<file path="config.mk">
export PLATFORM = sky130hd
export DESIGN_NAME = boot_seq_ctrl
export DESIGN_NICKNAME = d
export VERILOG_FILES = /design/src/rtl/boot_seq_ctrl.sv
export SDC_FILE = /design/constraint.sdc
export NUM_CORES = 1
export LEC_CHECK = 0
export ABC_AREA = 1
export BUFFER_PORTS_ARGS = -buffer_cell sky130_fd_sc_hd__buf_2
export CAP_MARGIN = 20
export CORE_AREA = 2 2 39 41
export CTS_BUF_LIST = sky130_fd_sc_hd__clkbuf_8
export CTS_CLUSTER_DIAMETER = 40
export CTS_CLUSTER_SIZE = 20
export DETAILED_ROUTE_END_ITERATION = 6
export DIE_AREA = 0 0 41 43
export GPL_TIMING_DRIVEN = 0
export PLACE_DENSITY = 0.84
export SYNTH_ARGS = -nofsm -noshare
export SYNTH_HDL_FRONTEND = slang
export SYNTH_SLANG_ARGS = --single-unit
</file>
<file path="constraint.sdc">
create_clock -name clk_i -period 1.2 [get_ports clk_i]
set_input_delay 0 -clock clk_i [delete_from_list [all_inputs] [get_ports clk_i]]
set_output_delay 0 -clock clk_i [all_outputs]
set_load 0.02 [all_outputs]
</file>
<file path="src/rtl/boot_seq_ctrl.sv">
module boot_seq_ctrl #(
  parameter int SYNC_STAGES = 2,
  parameter int FETCH_HALF  = 13,
  parameter int ADDR_W      = 20,
  parameter logic [ADDR_W-1:0] RESET_VEC = 20'hFFFF0,
  parameter int NREG        = 4
) (
  input  logic              clk_i,
  input  logic              rst_n_i,
  input  logic              strap_i,
  input  logic [NREG-1:0]   region_da_i,
  output logic              int_rst_n_o,
  output logic              clkout_o,
  output logic              fetch_o,
  output logic [ADDR_W-1:0] fetch_addr_o,
  output logic              bus_mode_o,
  output logic [NREG-1:0]   region_demux_o
);
  localparam int CNT_W = $clog2(FETCH_HALF + 1);
  localparam logic [CNT_W-1:0] CNT_END = CNT_W'(FETCH_HALF);
  localparam logic [CNT_W-1:0] CNT_PRE = CNT_W'(FETCH_HALF - 1);

  logic [SYNC_STAGES-1:0] sync_q;
  logic [CNT_W-1:0]       cnt_q;
  logic                   fetch_q, clk_q, strap_q, strap_done_q;

  always_ff @(posedge clk_i or negedge rst_n_i)
    if (!rst_n_i) sync_q <= '0;
    else          sync_q <= {sync_q[SYNC_STAGES-2:0], 1'b1};

  assign int_rst_n_o = sync_q[SYNC_STAGES-1];

  always_ff @(posedge clk_i or negedge int_rst_n_o)
    if (!int_rst_n_o) begin
      cnt_q   <= '0;
      fetch_q <= 1'b0;
      clk_q   <= 1'b0;
    end else begin
      clk_q   <= ~clk_q;
      fetch_q <= (cnt_q == CNT_PRE);
      if (cnt_q != CNT_END) cnt_q <= cnt_q + 1'b1;
    end

  always_ff @(posedge clk_i or negedge int_rst_n_o)
    if (!int_rst_n_o) begin
      strap_q      <= 1'b0;
      strap_done_q <= 1'b0;
    end else if (!strap_done_q) begin
      strap_q      <= strap_i;
      strap_done_q <= 1'b1;
    end

  assign clkout_o       = clk_q;
  assign fetch_o        = fetch_q;
  assign fetch_addr_o   = fetch_q ? RESET_VEC : '0;
  assign bus_mode_o     = strap_q;
  assign region_demux_o = strap_q ? region_da_i : '0;


  rst_hold_chk: assert property (@(posedge clk_i)
    !rst_n_i |-> (!int_rst_n_o && !fetch_o && !clkout_o));


  sync_lat_chk: assert property (@(posedge clk_i) disable iff (!rst_n_i)
    $rose(int_rst_n_o) |-> ($past(rst_n_i) && $past(rst_n_i, 2)));


  clk_toggle_chk: assert property (@(posedge clk_i) disable iff (!int_rst_n_o)
    $past(int_rst_n_o) |-> (clkout_o != $past(clkout_o)));


  fetch_phase_chk: assert property (@(posedge clk_i) disable iff (!int_rst_n_o)
    fetch_o |-> (clkout_o && strap_done_q));


  fetch_once_chk: assert property (@(posedge clk_i) disable iff (!int_rst_n_o)
    fetch_o |=> !fetch_o);


  strap_hold_chk: assert property (@(posedge clk_i) disable iff (!int_rst_n_o)
    (strap_done_q && $past(strap_done_q)) |-> $stable(bus_mode_o));
endmodule

</file>
After elaboration in Yosys (flattened, before gate mapping). Cells that the tools add are included.

Output and inout port bits: 28. Memory bits (read-only): 0. Flip-flop bits (word level): 10. Bits in latches: 0. Word-level logic and storage cells: 12. Memory bits (writable): 0. Bits of input ports: 7. Memories kept: 0.

Add/sub/neg operators: 1. Bitwise operators: 1. Eq/ne operators: 2. Reduce and logical (&&, ||, !) cells: 0. Shifts and indexed selects: 0. $lt $le $gt $ge: 0. Multiplexer cells: 2. Divide/modulo/power cells: 0. Multiply operators: 0.

Operators by type and width (number): $mux 20 (1); $add 4x1->4 const B (1); $eq 4x4->1 const B (1); $mux 4 (1); $ne 4x4->1 const B (1); $not 1->1 (1).

Longest topological paths before layout.
Word-level depth: 1. Depth in mapped cells: 5. Mapped depth without buffers: 5.

Worst setup path after synthesis. No wires, ideal clock.

Path type: reg-to-reg. Start point: register cnt_q[1]. End point: register cnt_q[1]. Slack: 216 ps. Data required time: 1078 ps. Path buffers: 0. Period minus slack after synthesis: 984 ps. Arrival: 862 ps. Cell stages (with the launch flop): 6. Setup time: 122 ps. Path through: dfrtp_1 inv_1 ha_1 nand3_2 nand2_1 o21ai_1.

Longest elaborated chain between the ends: 1. Elaborated cells between the ends (all ways): 2. Those cells by class: add/sub: 1; eq/ne: 1.

RTL lines: start, declared (RTL line 24) `logic [CNT_W-1:0] cnt_q;`; start signal, assigned (RTL line 41) `if (cnt_q != CNT_END) cnt_q <= cnt_q + 1'b1;`; $add 4x1->4 / $ne 4x4->1 (equally long branches) (RTL line 41).

Parallel ways exist; a longest one is shown, timed or not. A chain may end at the register's enable or synchronous reset.

Worst setup path after layout. Same ends and word-level chain as after synthesis.

==> metrics.txt <==
outcome finished, final reports clean; IO Pins 35; clk root buf clkbuf_8; vias in the first global route 347; post-synthesis compound-gate area fraction 0.0174; Horiz. Die Dim 41 um; largest family of logic cells by synthesized area buffers and inverters; Final Power 0.841 mW; Avg Inst Size Synth 9.14 sq um; cell taking the most area after synthesis dfrtp_1; Warnings, synthesis 0; post-synthesis adder-cell area fraction 0.0652; post-layout util 0.598; gr busiest metal met2; total gr overflow 0; count of cell types in the netlist 13; FF-to-FF End cnt_q[1]; core area 1380 sq um; setup ws final 0.146 ns; worst path cell trace inv_2 > ha_1 > nand3_2 > nand2_1 > o21ai_1; die span in y 43 um; mux contribution to synthesized area 0; simple-gate portion of the synthesized area 0.135; Initial Utilization 0.416; end of the critical path cnt_q[1]; DR WL/cell 8.42 um; most frequent cell after synthesis buf_4; routed vias/inst 3.95; CTS tree done; worst flop-to-flop path startpoint cnt_q[1]; H-tree depth 1; register area share after synthesis 0.435; max_cap viols 0; worst setup path startpoint cnt_q[1]; Hold Crit Class primary input to register; Slew Viols, Final 0; M2 GR Usage 0.200; Synth Cell Area 576 sq um; Area growth syn-to-layout 43.7%; Critical Path Fanout Max 5; Critical Path AT 1.17 ns; part of the cycle the worst path needs 0.879; layout cells sized above 1 0.569; global placement routability congestion 0.661; FF-to-FF setup slack 0.15 ns; final hold viol count 0; fmax 0.949 GHz; Yosys reg bits 10; vias 466; Finish-stage setup viols 0; DR iter-0 viols 1; die area 1760 sq um; Finished Layout Cells 118; main flop type after synthesis dfrtp_1; critical path type register to register; fin area 827 sq um; first-pass GRT wire length 1400 um; met1 usage 0.123; DP Wirelength 817 um; Buffers on Ports 30; top post-synthesis cells by area dfrtp_1 (43%), buf_4 (26%), ha_1 (6.5%), nand2_1 (6.5%), inv_1 (5.9%); CP required 1.32 ns; # DRC 0; Crit-path slowest cell dfrtp_1; GRT met3 Usage 0.0681; fin nets 113; Fin Hold WS 0.00377 ns; TritonCTS Buffers 3; final WL 993 um; Final Skew 0.00212 ns; clk sinks 10; Place WS 0.114 ns; Worst path max stage delay 0.42 ns; number of enable flip-flop cells after synthesis 0; RSZ-0062 raised after global routing false; crit end category register; Synth async-reset ratio 1.00; Antenna Nets Post-Route 0; Max rail drop VDD 0.643 mV; CTS Buffer Depth 2; Clk Latency, worst-skew pair 0.23 ns; # diodes 0; LEAKAGE 0.560 nW; Yosys top cell area share 0.435; PwrDens 1020 nW/um^2; DRT Pass-1 Iters 3; Post-synth top cells buf_4 (20), dfrtp_1 (10), nand2_1 (10); Row Count 14; largest net degree at the start of global routing 18; Post-Synthesis Cells 63; Final min period 1.05 ns; xor and xnor area share after synthesis 0.0152; CTS clock-pin slew for the worst setup and hold paths 0.05 ns; post-placement cell count 113; Placed Area 761 sq um; GRT Overall Usage 0.122; initial antenna violation count 0; Worst Setup Start Kind register; R2R cell count 5; TNS Setup 0 ns
[layout make-up]
cell class              count  area, sq um
fillers                   124          557
flip-flops and latches     10          251
repair buffers             31          160
multi-input cells          28          156
plain buffers              20          150
clock buffers               4         55.1
inverters                   9         33.8
well taps                  16         20.0
[cells in the final DEF, fill, tap and decap left out]
cell type	synthesis	routed
buf_4	20	20
o21ai_0	1	1
dlygate4sd3_1	0	1
conb_1	2	6
buf_2	0	30
inv_1	9	8
o21ai_1	1	1
nand4_1	2	2
clkbuf_8	0	4
dfrtp_2	0	1
nand2_1	10	10
ha_1	3	3
and3_2	1	1
dfrtp_1	10	9
nand3_1	2	2
xnor2_1	1	1
inv_2	0	1
nand3_2	1	1
[layer usage]
| layer | vias up | routed length (um) |
|---|---|---|
| li1 | 242 | - |
| met2 | 32 | 428 |
| met1 | 192 | 380 |
| met5 | - | 0 |
| met3 | 0 | 185 |
| met4 | 0 | 0 |
[sequential cells by signal, summed over array words and instances (netlist names)]
name          flops
bus_mode_o        1
clkout_o          1
cnt_q             4
fetch_o           1
strap_done_q      1
sync_q            2
[where the power goes]
part / internal, mW / switching, mW / leakage (nW)
sequential: 0.346 / 0.0117 / 0.114
clock: 0.287 / 0.119 / 0.0288
combinational: 0.0308 / 0.0449 / 0.417
[worst min path at each step]
| stage | slack (ns) | from | depth (start not counted) | to |
|---|---|---|---|---|
| global route | 0.01 | strap_i | 3 | bus_mode_o |
| detailed placement | -0.21 | rst_n_i | 1 | sync_q[1] |
| finish | 0.004 | strap_i | 3 | bus_mode_o |
| CTS | 0.006 | strap_i | 3 | bus_mode_o |
| floorplan | -0.30 | rst_n_i | 0 | sync_q[0] |
| global placement | -0.21 | rst_n_i | 1 | sync_q[0] |
[cells by family after synthesis]
logic type,count (synthesis)
AND/OR/NAND/NOR,16
XOR/XNOR,1
adder cells (fa/ha/maj),3
buffers and inverters,29
AO/OA/AOI/OAI,2
flip-flops,10
other,2
[worst max-delay path, delay by kind of cell, from the launching register on]
| kind | cells | cell delay [ns] |
|---|---|---|
| compound gates | 1 | 0.06 |
| simple gates | 2 | 0.21 |
| flops | 1 | 0.42 |
| buf+inv | 1 | 0.09 |
| fa+ha+maj | 1 | 0.17 |
[repair_timing]
action / in CTS / in global routing
hold buffers: 1 / 0
resized for setup: 1 / 1
setup buffers: 0 / 0
hold endpoints to repair: 2 / 0
setup endpoints to repair: 2 / 1
Note: power is estimated with default switching activity, not from simulation.
